===== src/rtl/cfi_id_responder.sv =====
module cfi_id_responder #(
  parameter int          ADDR_W    = 16,
  parameter int          TBL_DEPTH = 82,
  parameter logic [15:0] MFR_CODE  = 16'h0089,
  parameter logic [15:0] DEV_CODE  = 16'h0018,
  parameter logic [7:0]  SIZE_LOG  = 8'h17,
  parameter logic [7:0]  END_BYTE  = 8'h00
) (
  input  logic              clk,
  input  logic              rst_n,
  input  logic              rd_stb,
  input  logic              rd_query,
  input  logic [ADDR_W-1:0] rd_addr,
  input  logic [1:0]        rd_size,
  input  logic [1:0]        bank_lg,
  input  logic [1:0]        dev_lg,
  input  logic [1:0]        maxdev_lg,
  output logic [31:0]       rd_data,
  output logic              rd_valid,
  output logic              cfg_err
);
  localparam int NBYTES = 4;

  function automatic logic [7:0] tbl_byte(input logic [ADDR_W-1:0] idx);
    logic [31:0] i;
    i = 32'(idx);
    if (i >= 32'(TBL_DEPTH)) return 8'h00;
    if (i == 32'(TBL_DEPTH - 1)) return END_BYTE;
    case (i)
      32'h10: return 8'h51;
      32'h11: return 8'h52;
      32'h12: return 8'h59;
      32'h13: return 8'h01;
      32'h15: return 8'h31;
      32'h1B: return 8'h45;
      32'h1C: return 8'h55;
      32'h1F: return 8'h07;
      32'h20: return 8'h07;
      32'h21: return 8'h0A;
      32'h23: return 8'h04;
      32'h24: return 8'h04;
      32'h25: return 8'h04;
      32'h27: return SIZE_LOG;
      32'h28: return 8'h02;
      32'h2A: return 8'h0B;
      32'h2C: return 8'h01;
      32'h31: return 8'h50;
      32'h32: return 8'h52;
      32'h33: return 8'h49;
      32'h34: return 8'h31;
      32'h35: return 8'h30;
      32'h3F: return 8'h01;
      default: return 8'h00;
    endcase
  endfunction

  logic [2:0] shamt;
  logic       bad;
  logic [1:0] dmask;
  logic [3:0] nbytes;
  logic [31:0] base [NBYTES];
  logic [31:0] nxt;

  assign shamt  = {1'b0, bank_lg} + {1'b0, maxdev_lg} - {1'b0, dev_lg};
  assign dmask  = 2'((3'd1 << dev_lg) - 3'd1);
  assign nbytes = 4'd1 << rd_size;
  assign bad    = (bank_lg > 2'd2) || (maxdev_lg > 2'd2) || (rd_size > 2'd2) ||
                  (dev_lg > maxdev_lg) || (dev_lg > bank_lg) ||
                  (rd_query && (dev_lg != maxdev_lg) && (dev_lg != 2'd0));

  for (genvar k = 0; k < NBYTES; k++) begin : g_chunk
    logic [ADDR_W-1:0] caddr;
    logic [ADDR_W-1:0] idx;
    assign caddr = rd_addr + (ADDR_W'(k) << bank_lg);
    assign idx   = caddr >> shamt;
    assign base[k] = rd_query ? {24'h0, tbl_byte(idx)} :
                     (idx[7:0] == 8'd0) ? {16'h0, MFR_CODE} :
                     (idx[7:0] == 8'd1) ? {16'h0, DEV_CODE} : 32'h0;
  end

  for (genvar j = 0; j < NBYTES; j++) begin : g_lane
    logic [1:0] jj;
    logic [1:0] ch;
    logic [1:0] sub;
    assign jj  = 2'(j);
    assign ch  = jj >> bank_lg;
    assign sub = jj & dmask;
    assign nxt[j*8 +: 8] = (bad || (4'(j) >= nbytes)) ? 8'h00 : base[ch][{sub, 3'b000} +: 8];
  end

  always_ff @(posedge clk or negedge rst_n) begin
    if (!rst_n) begin
      rd_data  <= '0;
      rd_valid <= 1'b0;
      cfg_err  <= 1'b0;
    end else begin
      rd_valid <= rd_stb;
      if (rd_stb) begin
        rd_data <= nxt;
        if (bad) cfg_err <= 1'b1;
      end
    end
  end
endmodule


===== config.mk =====
export PLATFORM = sky130hd
export DESIGN_NAME = cfi_id_responder
export DESIGN_NICKNAME = d
export VERILOG_FILES = /design/src/rtl/cfi_id_responder.sv
export SDC_FILE = /design/constraint.sdc
export NUM_CORES = 1
export LEC_CHECK = 0
export BUFFER_PORTS_ARGS = -buffer_cell sky130_fd_sc_hd__buf_2
export CORE_MARGIN = 2
export CORE_UTILIZATION = 64
export CTS_CLUSTER_DIAMETER = 80
export DETAILED_ROUTE_END_ITERATION = 7
export GPL_ROUTABILITY_DRIVEN = 0
export PLACE_DENSITY = 0.89
export SYNTH_ARGS = -nofsm -noshare
export SYNTH_HDL_FRONTEND = slang
export SYNTH_SLANG_ARGS = --single-unit

===== constraint.sdc =====
create_clock -name clk -period 1.1 [get_ports clk]
set_clock_uncertainty 0.1 [all_clocks]
set_input_delay 0.055 -clock clk [delete_from_list [all_inputs] [get_ports clk]]
set_output_delay 0.055 -clock clk [all_outputs]
set_load 0.02 [all_outputs]

==> results of run 1 <==
## synthesized netlist by cell type, types with 33 or more instances
master    number  area share
mux2i_1       35       0.042
dfrtp_1       34        0.10
nand3_1       49       0.029
a21oi_1       55       0.033
a31oi_1       33       0.025
o21ai_0       47       0.028
inv_1         44       0.020
nor3_1        34       0.020
nor2_1       105       0.047
clkbuf_1      49       0.022
nand2_1       85       0.038
ha_1          53       0.079
## logic make-up after synthesis
group                      count (synthesis)
DFF                                       34
buffers and inverters                    137
and+or+nand+nor                          409
muxes                                     60
adders and majority gates                 56
AOI/OAI and AO/OA                        381
xor gates and xnor gates                  39
## metrics by stage
stage               cells  setup TNS (ns)  cell area [µm²]  worst slack (ns)  hold WS (ns)
detailed placement   1693         -104.14            12250            -3.619       0.02313
floorplan            1116          -87.45             8964            -2.986       -0.3406
global placement     1693          -94.36            12250            -3.217     -0.007286
==> metrics.txt, run 1 <==
status stopped before the end; stage reached clock tree synthesis (4_1_cts); Error [ERROR DPL-0038] Utilization greater than 100%, impossible to legalize; post-synthesis cell type count a little over 100; EDFF count, synth 0; Syn Area/Cell between 7 and 8 µm²; root buf cell clkbuf_16; postcts setup bufs 54; Synth Flop Type dfrtp_1; H-tree depth 2; Synth warnings 0; syn_nets 1200; I/O pins between 60 and 70; PortBufs between 60 and 70; Post-CTS Resized 237; #FFs+latches synth 34; Die Y around 120 µm; post-synthesis adder-cell area fraction 0.08648; post-synthesis instance area ~8400 µm²; Initial Utilization 0.6600; num rows 41; Clock Sinks 34; Mapped Cells around 1100; mux contribution to synthesized area 0.09246; post-synthesis sequential area ratio 0.1017; synthesized-area fraction occupied by and/or/nand/nor cells 0.2561; CTS buffer count 5; Async SR Flop Fraction 1.000; Die W between 100 and 150 µm; # hold bufs at CTS 1; clock buffer depth 2; DP HPWL around 38 mm; largest family of logic cells by synthesized area compound AO/OA/AOI/OAI gates; post-synthesis compound-gate area fraction 0.3477; XOR/XNOR Fraction of Synth Area 0.04354
==> inputs of run 2 (changes only) <==
--- a/config.mk
+++ b/config.mk
@@ -7,11 +7,10 @@
 export LEC_CHECK = 0
 export BUFFER_PORTS_ARGS = -buffer_cell sky130_fd_sc_hd__buf_2
 export CORE_MARGIN = 2
-export CORE_UTILIZATION = 64
-export CTS_CLUSTER_DIAMETER = 80
+export CORE_UTILIZATION = 40
 export DETAILED_ROUTE_END_ITERATION = 7
 export GPL_ROUTABILITY_DRIVEN = 0
-export PLACE_DENSITY = 0.89
+export PLACE_DENSITY_LB_ADDON = 0.15
 export SYNTH_ARGS = -nofsm -noshare
 export SYNTH_HDL_FRONTEND = slang
 export SYNTH_SLANG_ARGS = --single-unit
==> run 2 against run 1 <==
The flow now finishes, with violations (negative setup slack). Synthesized cell count did not move. Synthesized area unchanged.
==> metrics.txt, run 2 <==
Mapped Cells 1116; vias in the first global route ~11000; arrival time worst endpoint between 4 and 5 ns; full die area roughly 22000 µm²; EDFF count, synth 0; Clk Latency, worst-skew pair 0.28 ns; Final Hold Viols 0; Core Region a little over 20000 µm²; CTS tree done; FF+latch area approximately 850 µm²; I/O pins just over 60; most frequent cells after synthesis nor2_1 (105), nand2_1 (85), a21oi_1 (55), ha_1 (53); CP required 1.20 ns; clock buffer depth 2; multi-input logic area 8304 µm²; DP HPWL just over 30 mm; synth top area cells dfrtp_1 (10%), ha_1 (7.9%), nor2_1 (4.7%); Nets roughly 1700; initial drt markers 1200; dpl cells ~1800; commonest non-fill, non-tap cell in the layout buf_4; H-tree depth 2; RSZ-0062 raised after global routing true; Fmax achieved roughly 240 MHz; most frequent cells in the layout buf_4 (459), nor2_1 (89), nand2_1 (80), buf_2 (59), nand3_1 (46); status complete, but fails checks; critical path class primary input to flip-flop; Hold WS slightly above 0.07 ns; Max Slew Vio Count 0; CP Launch Point dev_lg[1]; filler-free cell count of the finished design roughly 1900; root buf cell clkbuf_16; share of the synthesized area in the top cell type 0.1017; Biggest register rd_data; num rows between 50 and 60; vias post-DR 11680; syn_nets 1200; Worst Max-Slew Pin Slew roughly 0.5 ns; Largest register FFs 32; Initial Utilization 0.4107; Finish-stage setup viols 33; failing checks negative setup slack; crit path launch type primary input; routed vias/inst roughly 6.2; Synth Flop Type dfrtp_1; Final period util 3.716; crit path time final between 4 and 5 ns; post-synthesis cell type count 103; CP max FO 5; First-pass DRT Iterations 5; Largest regs rd_data (32), cfg_err (1), rd_valid (1); Max-Cap Viols 0; Tot Pwr around 0.022 W; Syn Area/Cell 7.494 µm²; pin count of the biggest net entering global routing 35; HP Class primary input to flip-flop; CTS buffer count 5; Synth warnings 0; clk slew on worst S/H paths 0.06 ns; antenna fix cells 0; hold_sp rd_stb; P&R area growth vs syn 72.20%; DRC Markers 0; #FFs+latches synth 34; Clock Sinks 34; GR Overflow Total 0; Max-slew headroom 0.6590; Die W 148.6 µm; final worst-path setup slack -2.988 ns; wire per inst 21.06 µm; top-count cell post-synth nor2_1; critical path endpoint category flip-flop; layout filler cell count between 1500 and 2000; leading area contributor after synthesis dfrtp_1; reg2reg start rd_data[28]$_DFFE_PN0P_; Antenna Nets Post-Route 0; leak pwr between 6 and 7 nW; PortBufs just over 60; post-synthesis sequential area ratio 0.1017; Die Y roughly 150 µm; Cell Pwr Density 1558 nW/µm²; total wire length 39.56 mm; Async SR Flop Fraction 1.000; post-synthesis instance area 8363 µm²; Global Route Usage Sum 0.3414; first-pass GRT wire length 59.52 mm; initial antenna violation count 2; share of layout cells above drive strength 1 0.5280; Worst IR Drop VDD around 0.97 mV
[run 2: cell counts after synthesis]
No cell type changed its count.
[run 2: worst max-delay path, stage by stage]
cell and delay, ns:
buf_6 0.10, fa_1 0.55, inv_2 0.05, fa_2 0.58, buf_12 0.15, inv_6 0.05
nor2_4 0.15, buf_6 0.12, a211oi_2 0.03, a221o_1 0.44, o32ai_4 0.38, inv_2 0.15
buf_4 0.17, ha_1 0.19, mux2i_1 0.20, a32oi_2 0.23, o32ai_2 0.32, mux2i_1 0.12
o2bb2ai_1 0.15
[run 2: repair_timing]
action / in CTS / in global routing
gates cloned: 2 / 1
hold buffers: 2 / 0
buffers inserted: 26 / 30
hold endpoints to repair: 35 / 0
endpoints found under the setup margin: 33 / 33
pin swaps: 36 / 49
resized for setup: 110 / 133
[run 2: cells by family (layout without fill, tap and decap cells)]
logic type	after synthesis	in the layout	synth area share
AO/OA/AOI/OAI	381	381	0.3477
XOR/XNOR	39	39	0.04354
adder cells (fa/ha/maj)	56	56	0.08648
buffers and inverters	137	629	0.07196
flip-flops	34	34	0.1017
multiplexers	60	60	0.09246
AND/OR/NAND/NOR	409	409	0.2561
[run 2: path summary, 6_finish.rpt]
check / endpoint / slack (ns) / depth (start not counted)
max reg2reg: rd_data[28]$_DFFE_PN0P_ / 0.20 / 1
min: rd_data[11]$_DFFE_PN0P_ / 0.07 / 3
max: rd_data[26]$_DFFE_PN0P_ / -2.99 / 19
min in group asynchronous: rd_data[0]$_DFFE_PN0P_ / 0.24 / 3
max in group asynchronous: rd_data[16]$_DFFE_PN0P_ / 0.34 / 3
min reg2reg: cfg_err$_DFFE_PN0P_ / 0.37 / 1
[run 2: power by group]
group	leakage, nW	switching [W]	internal, W	total, W
logic	5.64	0.0100	0.00955	0.0196
clock network	0.0836	0.000549	0.00106	0.00161
registers	0.467	0.00000374	0.00126	0.00126
[run 2: layout make-up]
cell class	count	area share
multi-input combinational	945	0.5766
sequential	34	0.05908
tap	270	0.02346
clock inverter	3	0.002780
clock buffer	5	0.008688
timing repair buffer	573	0.3156
inverter	48	0.01373
[run 2: layer usage]
metal | up-vias | global-route usage | part of all wire
met4 | 2 | 0.1167 | 0.042
met2 | 661 | 0.5583 | 0.46
li1 | 5303 | - | -
met3 | 138 | 0.07515 | 0.093
met1 | 5575 | 0.4458 | 0.41
met5 | - | 0 | 0.00028
[run 2: through the flow]
| step | area [µm²] | utilization | worst slack [ns] | setup TNS (ns) |
|---|---|---|---|---|
| after floorplan | 8964 | - | -2.986 | -87.45 |
| after global placement | 12630 | 0.6202 | -3.337 | -97.67 |
| after detailed placement | 12630 | 0.6202 | -3.342 | -98.88 |
| final | 14400 | 0.7072 | -2.988 | -87.49 |
| after global routing | 14400 | 0.7072 | -3.077 | -91.03 |
| after CTS | 13560 | 0.6658 | -2.898 | -85.83 |
Power figures use the tool's default switching activity.
